## config.mk

```make
export PLATFORM = sky130hd
export DESIGN_NAME = pwr_guard
export DESIGN_NICKNAME = d
export VERILOG_FILES = /design/src/rtl/pg_pkg.sv /design/src/rtl/pg_rst_sync.sv /design/src/rtl/pg_prescaler.sv /design/src/rtl/pg_arm_ctl.sv /design/src/rtl/pg_sat_counter.sv /design/src/rtl/pwr_guard.sv
export SDC_FILE = /design/constraint.sdc
export NUM_CORES = 1
export LEC_CHECK = 0
export BUFFER_PORTS_ARGS = -buffer_cell sky130_fd_sc_hd__buf_2
export CORE_ASPECT_RATIO = 0.9
export CORE_MARGIN = 1
export CORE_UTILIZATION = 62
export DETAILED_ROUTE_END_ITERATION = 10
export GPL_TIMING_DRIVEN = 0
export PLACE_DENSITY = 0.85
export SLEW_MARGIN = 30
export SYNTH_ARGS = -nofsm -noshare
export SYNTH_HDL_FRONTEND = slang
export SYNTH_HIERARCHICAL = 1
export SYNTH_SLANG_ARGS = --single-unit
```

## constraint.sdc

```tcl
create_clock -name clk_i -period 2.8 [get_ports clk_i]
set_clock_uncertainty 0.15 [all_clocks]
set_input_delay 0.28 -clock clk_i [delete_from_list [all_inputs] [get_ports clk_i]]
set_output_delay 0.28 -clock clk_i [all_outputs]
set_load 0.01 [all_outputs]
```

## src/rtl/pg_pkg.sv

```systemverilog
package pg_pkg;

  typedef enum logic {
    DIR_DOWN = 1'b0,
    DIR_UP   = 1'b1
  } pg_dir_e;

endpackage

```

## src/rtl/pg_rst_sync.sv

```systemverilog
module pg_rst_sync #(
  parameter int STAGES = 2
) (
  input  logic clk_i,
  input  logic rst_ni,
  output logic rst_sync_no
);

  logic [STAGES-1:0] chain_q;
  logic [STAGES-1:0] chain_d;

  always_comb begin
    chain_d = {chain_q[STAGES-2:0], 1'b1};
  end

  always_ff @(posedge clk_i or negedge rst_ni) begin
    if (!rst_ni) begin
      chain_q <= '0;
    end else begin
      chain_q <= chain_d;
    end
  end

  assign rst_sync_no = chain_q[STAGES-1];

endmodule

```

## src/rtl/pg_prescaler.sv

```systemverilog
module pg_prescaler #(
  parameter int PRE_W = 8
) (
  input  logic             clk_i,
  input  logic             rst_ni,
  input  logic             run_i,
  input  logic [PRE_W-1:0] presc_i,
  output logic             tick_o
);

  logic [PRE_W-1:0] div_q;
  logic [PRE_W-1:0] div_d;
  logic             wrap;

  always_comb begin
    wrap  = (div_q >= presc_i);
    div_d = div_q;
    if (!run_i) begin
      div_d = '0;
    end else if (wrap) begin
      div_d = '0;
    end else begin
      div_d = div_q + 1'b1;
    end
  end

  always_ff @(posedge clk_i or negedge rst_ni) begin
    if (!rst_ni) begin
      div_q <= '0;
    end else begin
      div_q <= div_d;
    end
  end

  assign tick_o = run_i & wrap;

endmodule

```

## src/rtl/pg_arm_ctl.sv

```systemverilog
module pg_arm_ctl (
  input  logic clk_i,
  input  logic rst_ni,
  input  logic on_i,
  input  logic drained_i,
  output logic run_o
);

  logic on_q;
  logic armed_q;
  logic armed_d;
  logic rise;

  always_comb begin
    rise    = on_i & ~on_q;
    armed_d = armed_q;
    if (rise) begin
      armed_d = 1'b1;
    end else if (drained_i) begin
      armed_d = 1'b0;
    end
  end

  always_ff @(posedge clk_i or negedge rst_ni) begin
    if (!rst_ni) begin
      on_q    <= 1'b0;
      armed_q <= 1'b0;
    end else begin
      on_q    <= on_i;
      armed_q <= armed_d;
    end
  end

  assign run_o = armed_q | rise;

endmodule

```

## src/rtl/pg_sat_counter.sv

```systemverilog
module pg_sat_counter
  import pg_pkg::*;
#(
  parameter int CNT_W   = 8,
  parameter int UP_STEP = 1,
  parameter int DN_STEP = 1
) (
  input  logic             clk_i,
  input  logic             rst_ni,
  input  logic             tick_i,
  input  pg_dir_e          dir_i,
  output logic [CNT_W-1:0] count_o,
  output logic             ovf_o,
  output logic             drained_o
);

  localparam logic [CNT_W:0] MAX_EXT = {1'b0, {CNT_W{1'b1}}};
  localparam logic [CNT_W:0] UP_EXT  = (CNT_W+1)'(UP_STEP);
  localparam logic [CNT_W:0] DN_EXT  = (CNT_W+1)'(DN_STEP);

  logic [CNT_W-1:0] cnt_q;
  logic [CNT_W-1:0] cnt_d;
  logic [CNT_W:0]   cnt_ext;
  logic [CNT_W:0]   up_sum;
  logic [CNT_W:0]   dn_diff;
  logic             up_over;
  logic             dn_under;

  always_comb begin
    cnt_ext   = {1'b0, cnt_q};
    up_sum    = cnt_ext + UP_EXT;
    dn_diff   = cnt_ext - DN_EXT;
    up_over   = (up_sum > MAX_EXT);
    dn_under  = (cnt_ext <= DN_EXT);
    cnt_d     = cnt_q;
    ovf_o     = 1'b0;
    drained_o = 1'b0;
    if (tick_i) begin
      if (dir_i == DIR_UP) begin
        if (up_over) begin
          cnt_d = MAX_EXT[CNT_W-1:0];
          ovf_o = 1'b1;
        end else begin
          cnt_d = up_sum[CNT_W-1:0];
        end
      end else begin
        if (dn_under) begin
          cnt_d     = '0;
          drained_o = 1'b1;
        end else begin
          cnt_d = dn_diff[CNT_W-1:0];
        end
      end
    end
  end

  always_ff @(posedge clk_i or negedge rst_ni) begin
    if (!rst_ni) begin
      cnt_q <= '0;
    end else begin
      cnt_q <= cnt_d;
    end
  end

  assign count_o = cnt_q;

endmodule

```

## src/rtl/pwr_guard.sv

```systemverilog
module pwr_guard
  import pg_pkg::*;
#(
  parameter int CNT_W      = 8,
  parameter int PRE_W      = 8,
  parameter int UP_STEP    = 1,
  parameter int DN_STEP    = 1,
  parameter int RST_STAGES = 2
) (
  input  logic             clk_i,
  input  logic             rst_ni,
  input  logic             on_i,
  input  logic [PRE_W-1:0] presc_i,
  output logic             trip_o,
  output logic             zero_o,
  output logic [CNT_W-1:0] count_o
);

  logic    rst_core_n;
  logic    run;
  logic    tick;
  logic    ovf;
  logic    drained;
  logic    trip_q;
  logic    trip_d;
  pg_dir_e dir;

  pg_rst_sync #(
    .STAGES (RST_STAGES)
  ) u_rst_sync (
    .clk_i       (clk_i),
    .rst_ni      (rst_ni),
    .rst_sync_no (rst_core_n)
  );

  pg_arm_ctl u_arm_ctl (
    .clk_i     (clk_i),
    .rst_ni    (rst_core_n),
    .on_i      (on_i),
    .drained_i (drained),
    .run_o     (run)
  );

  pg_prescaler #(
    .PRE_W (PRE_W)
  ) u_prescaler (
    .clk_i   (clk_i),
    .rst_ni  (rst_core_n),
    .run_i   (run),
    .presc_i (presc_i),
    .tick_o  (tick)
  );

  always_comb begin
    dir = on_i ? DIR_UP : DIR_DOWN;
  end

  pg_sat_counter #(
    .CNT_W   (CNT_W),
    .UP_STEP (UP_STEP),
    .DN_STEP (DN_STEP)
  ) u_counter (
    .clk_i     (clk_i),
    .rst_ni    (rst_core_n),
    .tick_i    (tick),
    .dir_i     (dir),
    .count_o   (count_o),
    .ovf_o     (ovf),
    .drained_o (drained)
  );

  always_comb begin
    trip_d = trip_q | ovf;
  end

  always_ff @(posedge clk_i or negedge rst_core_n) begin
    if (!rst_core_n) begin
      trip_q <= 1'b0;
    end else begin
      trip_q <= trip_d;
    end
  end

  assign trip_o = trip_q;
  assign zero_o = (count_o == '0);

endmodule

```

==> Yosys cells after proc, flatten, opt, wreduce, memory -nomap -nowiden <==
Index checks and enable logic that the tools add are counted.
{ "classes": {"addsub": 3, "order_cmp": 3, "mux": 14, "bitwise_logic": 5, "reduce_logical": 2} }
{ "ops": {"columns": ["operator", "n"], "rows": [
  ["8-bit 2-to-1 mux", 5],
  ["8-bit by 1-bit adder with 9-bit output, second input constant", 1],
  ["9-bit by 8-bit > comparator with 1-bit output, second input constant", 1],
  ["1-bit 2-to-1 mux", 9],
  ["8-bit by 1-bit adder with 8-bit output, second input constant", 1],
  ["8-bit greater-or-equal comparator", 1],
  ["8-bit by 1-bit <= comparator with 1-bit output, second input constant", 1],
  ["8-bit zero test", 1],
  ["8-bit by 1-bit subtractor with 8-bit output, second input constant", 1],
  ["1-bit bitwise AND", 2],
  ["1-bit bitwise OR", 2],
  ["2-bit nonzero test", 1],
  ["1-bit NOT", 1]
]} }
{ "totals": {"register_bits": 21, "inputBits": 11, "output_inout_bits": 10, "word_cells": 33} }

==> Depth between registers and ports, before layout <==
Gate-level depths: netlist of the first run.
{ "depth": {"ltp_word": 7, "mapped_depth": 10, "ltp_nobuf": 10} }

==> Modules after synthesis <==
Netlist of the first run, hierarchy kept.
{ "by_module_without_submodules": {"columns": ["mod", "instances", "cells_per_inst", "area_each_um2", "seq_area_each_um2"], "rows": [
  ["pg_sat_counter", 1, 109, 857.1, 200.2],
  ["pg_prescaler", 1, 58, 571.8, 200.2],
  ["pg_arm_ctl", 1, 6, 72.6, 50.0],
  ["pg_rst_sync", 1, 3, 53.8, 50.0],
  ["pwr_guard", 1, 5, 50.0, 25.0]
]} }

==> Least setup slack after synthesis of the first run <==
No wires, ideal clock.
{ "synth_path": {"kind": "register to register", "startpoint": "register u_prescaler.div_q[2]", "endpoint": "register trip_q (netlist: trip_o)", "setup_ps": 127, "t_arrival_ps": 1993, "required_ps": 2523, "slack_ps": 530, "path_stages_with_launch": 9, "n_path_buf": 0, "synth_period_minus_slack_ps": 2270, "path_cell_list": "dfrtp_1 ha_1 or3_1 a21oi_1 o31ai_1 and2_1 inv_1 nor2_1 or2_2"} }
{ "synth_via": {"elab_chain_len": 4} }
{ "synth_lines": {"columns": ["element", "line", "text"], "rows": [
  ["start, declared", "pg_prescaler.sv:11", "logic [PRE_W-1:0] div_q;"],
  ["start signal, assigned", "pg_prescaler.sv:31", "div_q <= div_d;"],
  ["8-bit greater-or-equal comparator", "pg_prescaler.sv:16", "wrap = (div_q >= presc_i);"],
  ["1-bit bitwise AND", "pg_prescaler.sv:35", "assign tick_o = run_i & wrap;"],
  ["via tick", "pwr_guard.sv:21", "logic tick;"],
  ["1-bit 2-to-1 mux", "pg_sat_counter.sv:38", "if (tick_i) begin"],
  ["via ovf", "pwr_guard.sv:22", "logic ovf;"],
  ["1-bit bitwise OR", "pwr_guard.sv:73", "trip_d = trip_q | ovf;"],
  ["via trip_d", "pwr_guard.sv:25", "logic trip_d;"],
  ["end signal, assigned", "pwr_guard.sv:80", "trip_q <= trip_d;"],
  ["end, declared", "pwr_guard.sv:24", "logic trip_q;"]
]} }
The timed path passes the listed nets, and every way through them passes these cells.
A chain may end at the register's enable or synchronous reset.

==> Worst setup path in the final report of the first run <==
{ "layout_path": {"startpoint": "register u_prescaler.div_q[2]", "endpoint": "register u_counter.cnt_q[0] (netlist: u_counter/count_o[0])"} }
{ "layout_via": {"elab_chain_len": 2} }
{ "layout_lines": {"columns": ["element", "line", "text"], "rows": [
  ["8-bit greater-or-equal comparator", "pg_prescaler.sv:16", null],
  ["1-bit bitwise AND", "pg_prescaler.sv:35", null],
  ["via tick", "pwr_guard.sv:21", null],
  ["end signal, assigned", "pg_sat_counter.sv:61", "cnt_q <= cnt_d;"],
  ["end, declared", "pg_sat_counter.sv:21", "logic [CNT_W-1:0] cnt_q;"]
]} }
The timed path passes the listed nets, and every way through them passes these cells.

==> results.md, run 1 <==
- Power Total: 0.00170 W
- Rows: 17
- Chip height: 50.3 um
- Syn Std Cell Area: 1610 sq um
- Max transition margin: 0.493
- GP Congestion: 0.985
- Part of the cycle the worst path needs: 0.930
- Worst skew pair latency: 0.31 ns
- Mean post-synth cell area: 8.87 sq um
- CP Launch Type: flop
- Syn Nets: 205
- First-pass DRT Iterations: 5
- Post-synth EDFFs: 0
- H-Tree Depth: 1
- Syn. warnings: 6
- Die footprint: 2800 sq um
- Setup TNS: 0 ns
- Critical Path AT: 2.64 ns
- Achievable Freq: 384 MHz
- Total global routing overflow: 0
- DRT Wirelength: 3900 um
- Final net count: 232
- CTS buffer count: 3
- Slowest library cell on the worst path: dfrtp_1
- Critical path required time: 2.84 ns
- Tightest Hold Check Type: in2async
- GR Util met3: 0.0670
- CP Cell Sequence: ha_1, or3_1, a21oi_1, o31ai_1, and2_1, clkbuf_1, a21oi_1, a31oi_1
- Dominant synthesized flop cell: dfrtp_1
- Tmin final: 2.60 ns
- Hold slack: 0.101 ns
- Cells after Synth: 181
- Post-Place Setup Slack: 0.263 ns
- Port Buffers: 20
- Routed Antenna Nets: 0
- CTS Sinks: 21
- Ports: 21
- RSZ-0062 raised after global routing: no
- Final setup viols: 0
- Total global-route track usage: 0.296
- Met2 Usage GRT: 0.476
- Die width: 55.6 um
- Result of the run: finished clean
- Max-slew violations: 0
- DPL Wire Length: 2920 um
- P_leak: 0.850 nW
- DRC viols: 0
- Hold Vio Cnt, Final: 0
- Worst setup margin: 0.196 ns
- Initial core utilization: 0.656
- Max-capacitance violation count: 0
- CTS tree: built
- Root Driver: clkbuf_4
- Cts repair resizes: 0
- Peak VDD IR: 0.820 mV
- Global-route wire length before repair: 6440 um
- Max stage delay on crit path: 0.46 ns
- Core area: 2450 sq um
- Most used cell, CP: a21oi_1
- PwrDens: 950 nW/um^2
- Vias post-DR: 1,510
- Worst slew pin tran: 0.761 ns
- Worst-path clk slew: 0.12 ns
- Initial antenna violation count: 0
- Clock Tree Buf Depth: 2
- Area delta synth->final: 11.5%
- Ant. Diodes: 0
- Vias in the first global route: 1,412
- Drt wl/cell: 16.6 um
- Synthesis-stage register bit count: 21
- Post-synth cell types: 54
- Via density per instance: 6.43
- Post-synth ARST share: 1.00
- Layout cells sized above 1: 0.208
- GR peak layer: met2
- Post-CTS setup buffer count: 0
- CP endpoint kind: flop
- Starting DRT DRC Count: 100
- Seq/Total Area, Yosys: 0.327
- Global Route met1 Usage: 0.408
- Final core utilization: 0.732
- CP Max Fanout: 10
- Largest net degree at the start of global routing: 20
- WS Path Type: reg2reg
cell usage after synthesis, types with 2 or more instances:
master / count / area share
or2_2: 2 / 0.0078
buf_2: 4 / 0.012
inv_1: 15 / 0.035
nor2_1: 22 / 0.051
xnor2_1: 2 / 0.011
a31oi_1: 5 / 0.019
o21ai_0: 4 / 0.012
nand2_1: 10 / 0.023
or4_1: 2 / 0.0094
dfrtp_1: 21 / 0.33
ha_1: 13 / 0.10
o21a_1: 2 / 0.0094
o21ai_2: 2 / 0.011
nand2b_1: 5 / 0.019
xor2_1: 4 / 0.022
and3_1: 4 / 0.016
nand4_1: 4 / 0.016
and2_1: 2 / 0.0078
nor3_1: 3 / 0.0094
nand3_1: 10 / 0.031
o221ai_1: 2 / 0.011
a21o_1: 3 / 0.014
clkbuf_1: 3 / 0.0070
a21oi_1: 7 / 0.022
worst paths after layout:
path / from / to / slack (ns) / cells past startpoint
worst max register to register: u_prescaler/div_q[2]$_DFF_PN0_ / u_counter/count_o[0]$_DFFE_PN0P_ / 0.20 / 8
worst max-delay path: u_prescaler/div_q[2]$_DFF_PN0_ / u_counter/count_o[0]$_DFFE_PN0P_ / 0.20 / 8
max in group asynchronous: u_rst_sync/chain_q[1]$_DFF_PN0_ / u_counter/count_o[6]$_DFFE_PN0P_ / 1.86 / 0
worst min register to register: u_rst_sync/chain_q[1]$_DFF_PN0_ / u_prescaler/div_q[1]$_DFF_PN0_ / 0.17 / 0
worst min-delay path: rst_ni / u_rst_sync/chain_q[1]$_DFF_PN0_ / 0.10 / 2
min in group clk_i: u_rst_sync/chain_q[0]$_DFF_PN0_ / u_rst_sync/chain_q[1]$_DFF_PN0_ / 0.22 / 0
cell families after synthesis:
group                    synth area share
other                             0.00234
multiplexers                       0.0132
buffers and inverters              0.0647
AND/OR/NAND/NOR                     0.244
flip-flops                          0.327
AO/OA/AOI/OAI                       0.214
XOR/XNOR                           0.0327
adder cells (fa/ha/maj)             0.101
routing by layer:
metal  part of all wire  vias up
met3              0.082       12
li1                   -      710
met1               0.42      711
met4              0.016        0
met5                  0        -
met2               0.48       77
registers in the layout, summed over array words and instances (netlist names):
name and count:
trip_o 1, u_arm_ctl/armed_q 1, u_counter/count_o 8, u_rst_sync/chain_q 2, u_prescaler/div_q 8, u_arm_ctl/on_q 1
layout make-up:
type                            count  area (sq um)
Timing Repair Buffer               22           120
Fill cell                         178           656
Tap cell                           28          35.0
Clock inverter                      1          7.51
Buffer                              9          47.5
Multi-Input combinational cell    136           976
Clock buffer                        3          22.5
Inverter                           15          56.3
Sequential cell                    21           526
where the power goes:
group,switching (W),total [W],internal [W]
Sequential,0.000161,0.000566,0.000405
Combinational,0.000574,0.000982,0.000407
Clock,0.0000984,0.000153,0.0000547
Total,0.000834,0.00170,0.000866
repair_timing:
| action | CTS | global route |
|---|---|---|
| setup endpoints to repair | 0 | 0 |
| hold endpoints to repair | 3 | 0 |
| hold buffers | 2 | 0 |
cell usage in the layout (no fill, tap or decap), types with 2 or more instances in the layout:
| master | count |
|---|---|
| a21o_1 | 3 |
| a21oi_1 | 7 |
| a31oi_1 | 5 |
| and2_1 | 2 |
| and3_1 | 4 |
| buf_2 | 24 |
| clkbuf_1 | 3 |
| clkbuf_4 | 3 |
| dfrtp_1 | 21 |
| dlygate4sd3_1 | 2 |
| ha_1 | 13 |
| inv_1 | 15 |
| nand2_1 | 10 |
| nand2b_1 | 5 |
| nand3_1 | 10 |
| nand4_1 | 4 |
| nor2_1 | 22 |
| nor3_1 | 3 |
| o21a_1 | 2 |
| o21ai_0 | 4 |
| o21ai_2 | 2 |
| o221ai_1 | 2 |
| or2_2 | 2 |
| or4_1 | 2 |
| xnor2_1 | 2 |
| xor2_1 | 4 |
per-stage QoR:
step | instance area, sq um | std cells
finish | 1790 | 235
global route | 1790 | 235
CTS | 1790 | 235
detailed placement | 1740 | 229
global placement | 1740 | 229
floorplan | 1610 | 181
critical path, delay by kind of cell, from the launching register on:
family / cells / cell delay [ns]
buffers and inverters: 1 / 0.29
DFF: 1 / 0.46
adders and majority gates: 1 / 0.29
AOI/OAI and AO/OA: 4 / 0.68
and+or+nand+nor: 2 / 0.61
Power figures use the tool's default switching activity.
==> inputs of run 2 (changes only) <==
--- a/config.mk
+++ b/config.mk
@@ -8,11 +8,11 @@
 export BUFFER_PORTS_ARGS = -buffer_cell sky130_fd_sc_hd__buf_2
 export CORE_ASPECT_RATIO = 0.9
 export CORE_MARGIN = 1
-export CORE_UTILIZATION = 62
+export CORE_UTILIZATION = 64
+export CTS_BUF_LIST = sky130_fd_sc_hd__clkbuf_8
 export DETAILED_ROUTE_END_ITERATION = 10
 export GPL_TIMING_DRIVEN = 0
-export PLACE_DENSITY = 0.85
-export SLEW_MARGIN = 30
+export PLACE_DENSITY = 0.87
 export SYNTH_ARGS = -nofsm -noshare
 export SYNTH_HDL_FRONTEND = slang
 export SYNTH_HIERARCHICAL = 1
==> constraint.sdc (replaced) <==
create_clock -name clk_i -period 2.8 [get_ports clk_i]
set_clock_uncertainty 0.15 [all_clocks]
set_input_delay 0.28 -clock clk_i [delete_from_list [all_inputs] [get_ports clk_i]]
set_output_delay 0.28 -clock clk_i [all_outputs]
set_load 0.02 [all_outputs]
==> run 2 against run 1 <==
  * Clock power increased by 31%
  * Largest cell class unchanged
  * Via count fell by 2.8%
  * Routed wire length decreased by 4.9%
  * Register-to-register slack worse by 0.02 ns
  * Worst hold slack gained 0.061 ns
  * Critical path depth unchanged
  * Worst setup slack worse by 0.016 ns
  * Largest power group unchanged
==> results.md, run 2 (synthesis results as in run 1) <==
- Max-slew violations: 0 (unchanged)
- RR Startpoint: u_prescaler/div_q[2]$_DFF_PN0_
- Final setup viols: 0 (unchanged)
- Total global routing overflow: 0 (unchanged)
- R2R depth: 8 (unchanged)
- CTS Sinks: 21 (unchanged)
- Port Buffers: 20 (unchanged)
- Cts repair resizes: 0 (unchanged)
- WS Path Type: reg2reg
- Worst-path clk slew: 0.08 ns (-0.04 ns)
- Max transition margin: 0.505 (+0.0123)
- Ant. Diodes: 0 (unchanged)
- CTS buffer count: 3 (unchanged)
- DP Area: 1740 sq um (about the same)
- CP endpoint kind: flop
- Worst skew pair latency: 0.27 ns (-0.04 ns)
- Critical Path AT: 2.62 ns (-0.02 ns)
- Root Driver: clkbuf_8
- Total global-route track usage: 0.322 (+0.0260)
- Routed Antenna Nets: 0 (unchanged)
- Die width: 54.8 um (-1.5%)
- GP Congestion: 0.955 (-3.0%)
- Tmin final: 2.62 ns (+0.0163 ns)
- Most frequent cells in the layout: buf_2, nor2_1, dfrtp_1
- Post-Place Setup Slack: 0.232 ns (-0.0304 ns)
- Layout cells sized above 1: 0.208 (unchanged)
- Fillers: 156 (-12%)
- Post-CTS setup buffer count: 0 (unchanged)
- Critical path required time: 2.80 ns (-0.04 ns)
- Starting DRT DRC Count: 74 (-26%)
- Result of the run: finished clean
- Vias post-DR: 1,468 (-2.8%)
- H-Tree Depth: 1 (unchanged)
- Most common cell after layout, fill and taps aside: buf_2
- CP Launch Type: flop
- P_leak: 0.861 nW (+1.4%)
- Via density per instance: 6.27 (-2.4%)
- Setup TNS: 0 ns (unchanged)
- CTS Hold Bufs: 2 (unchanged)
- Initial antenna violation count: 0 (unchanged)
- Hold Vio Cnt, Final: 0 (unchanged)
- Part of the cycle the worst path needs: 0.936 (+0.00582)
- Worst setup margin: 0.180 ns (-0.0163 ns)
- Dpl cells: 228 (-0.44%)
- Core area: 2260 sq um (-7.5%)
- Final net count: 232 (unchanged)
- Global-route wire length before repair: 6320 um (-1.8%)
- Rows: 16 (-1)
- Non-Filler Instances: 234 (-0.43%)
- Chip height: 49.5 um (-1.5%)
- RSZ-0062 raised after global routing: no
- Design area: 1810 sq um (+0.84%)
- Power Total: 0.00178 W (+4.9%)
- First-pass DRT Iterations: 5 (unchanged)
- Drt wl/cell: 15.8 um (-4.5%)
- Achievable Freq: 382 MHz (-0.62%)
- CTS tree: built
- Peak VDD IR: 0.788 mV (-4.0%)
- Clock Tree Buf Depth: 2 (unchanged)
- DPL Wire Length: 2770 um (-5.2%)
- Largest net degree at the start of global routing: 20 (unchanged)
- R2r endpoint: u_counter/count_o[2]$_DFFE_PN0P_
- Max-capacitance violation count: 0 (unchanged)
- DRT Wirelength: 3710 um (-4.9%)
- Worst slew pin tran: 0.742 ns (-0.0185 ns)
- Tightest Hold Check Type: reg2async
- Ports: 21 (unchanged)
- Vias in the first global route: 1,372 (-2.8%)
- Initial core utilization: 0.710 (+0.0534)
- R2R Setup Slk: 0.18 ns (-0.02 ns)
- Die footprint: 2710 sq um (-3.0%)
- CP Max Fanout: 10 (unchanged)
- DRC viols: 0 (unchanged)
- Area delta synth->final: 12.5%
- PwrDens: 988 nW/um^2 (+4.0%)
## run 2: critical path, stage by stage (launching register included)
cell	delay, ns
dfrtp_1	0.45
ha_1	0.30
or3_1	0.35
a21oi_1	0.28
o31ai_1	0.13
and2_1	0.26
clkbuf_1	0.29
a21oi_1	0.22
o22ai_1	0.09
## run 2: per-stage QoR
step | utilization | hold WS, ns
after floorplan | - | -0.166
after global placement | 0.769 | -0.0854
after detailed placement | 0.769 | -0.0800
after CTS | 0.798 | 0.165
after global routing | 0.798 | 0.168
final | 0.798 | 0.162
## run 2: final cells by class
class                   count  area (sq um)  share of cell area
inverters                  15          56.3              0.0312
clock inverters             1          5.00             0.00277
clock buffers               3          41.3              0.0229
repair buffers             22           120              0.0665
plain buffers               9          47.5              0.0263
flip-flops and latches     21           526               0.291
well taps                  27          33.8              0.0187
multi-input cells         136           976               0.541
## run 2: worst max-delay path by stage
| stage | start | endpoint | slack, ns |
|---|---|---|---|
| after global routing | u_prescaler/div_q[2]$_DFF_PN0_ | u_counter/count_o[2]$_DFFE_PN0P_ | 0.02 |
| final | u_prescaler/div_q[2]$_DFF_PN0_ | u_counter/count_o[2]$_DFFE_PN0P_ | 0.18 |
| after detailed placement | u_prescaler/div_q[2]$_DFF_PN0_ | u_counter/count_o[2]$_DFFE_PN0P_ | 0.23 |
| after CTS | u_prescaler/div_q[2]$_DFF_PN0_ | u_counter/count_o[2]$_DFFE_PN0P_ | 0.20 |
| after floorplan | u_prescaler/div_q[2]$_DFF_PN0_ | trip_o$_DFF_PN0_ | 0.53 |
| after global placement | u_prescaler/div_q[2]$_DFF_PN0_ | u_counter/count_o[2]$_DFFE_PN0P_ | 0.30 |
## run 2: report_power, final
part	switching, W	internal [W]	total [W]
Sequential	0.000159	0.000405	0.000565
Clock	0.000101	0.0000994	0.000200
Combinational	0.000613	0.000406	0.00102
Total	0.000873	0.000911	0.00178
## run 2: routing by layer
metal	wire, um	vias up	track usage	share of wire
met5	0	-	0	0
li1	-	711	-	-
met1	1700	669	0.457	0.46
met4	25	0	0.0855	0.0067
met3	329	4	0.102	0.089
met2	1660	84	0.464	0.45
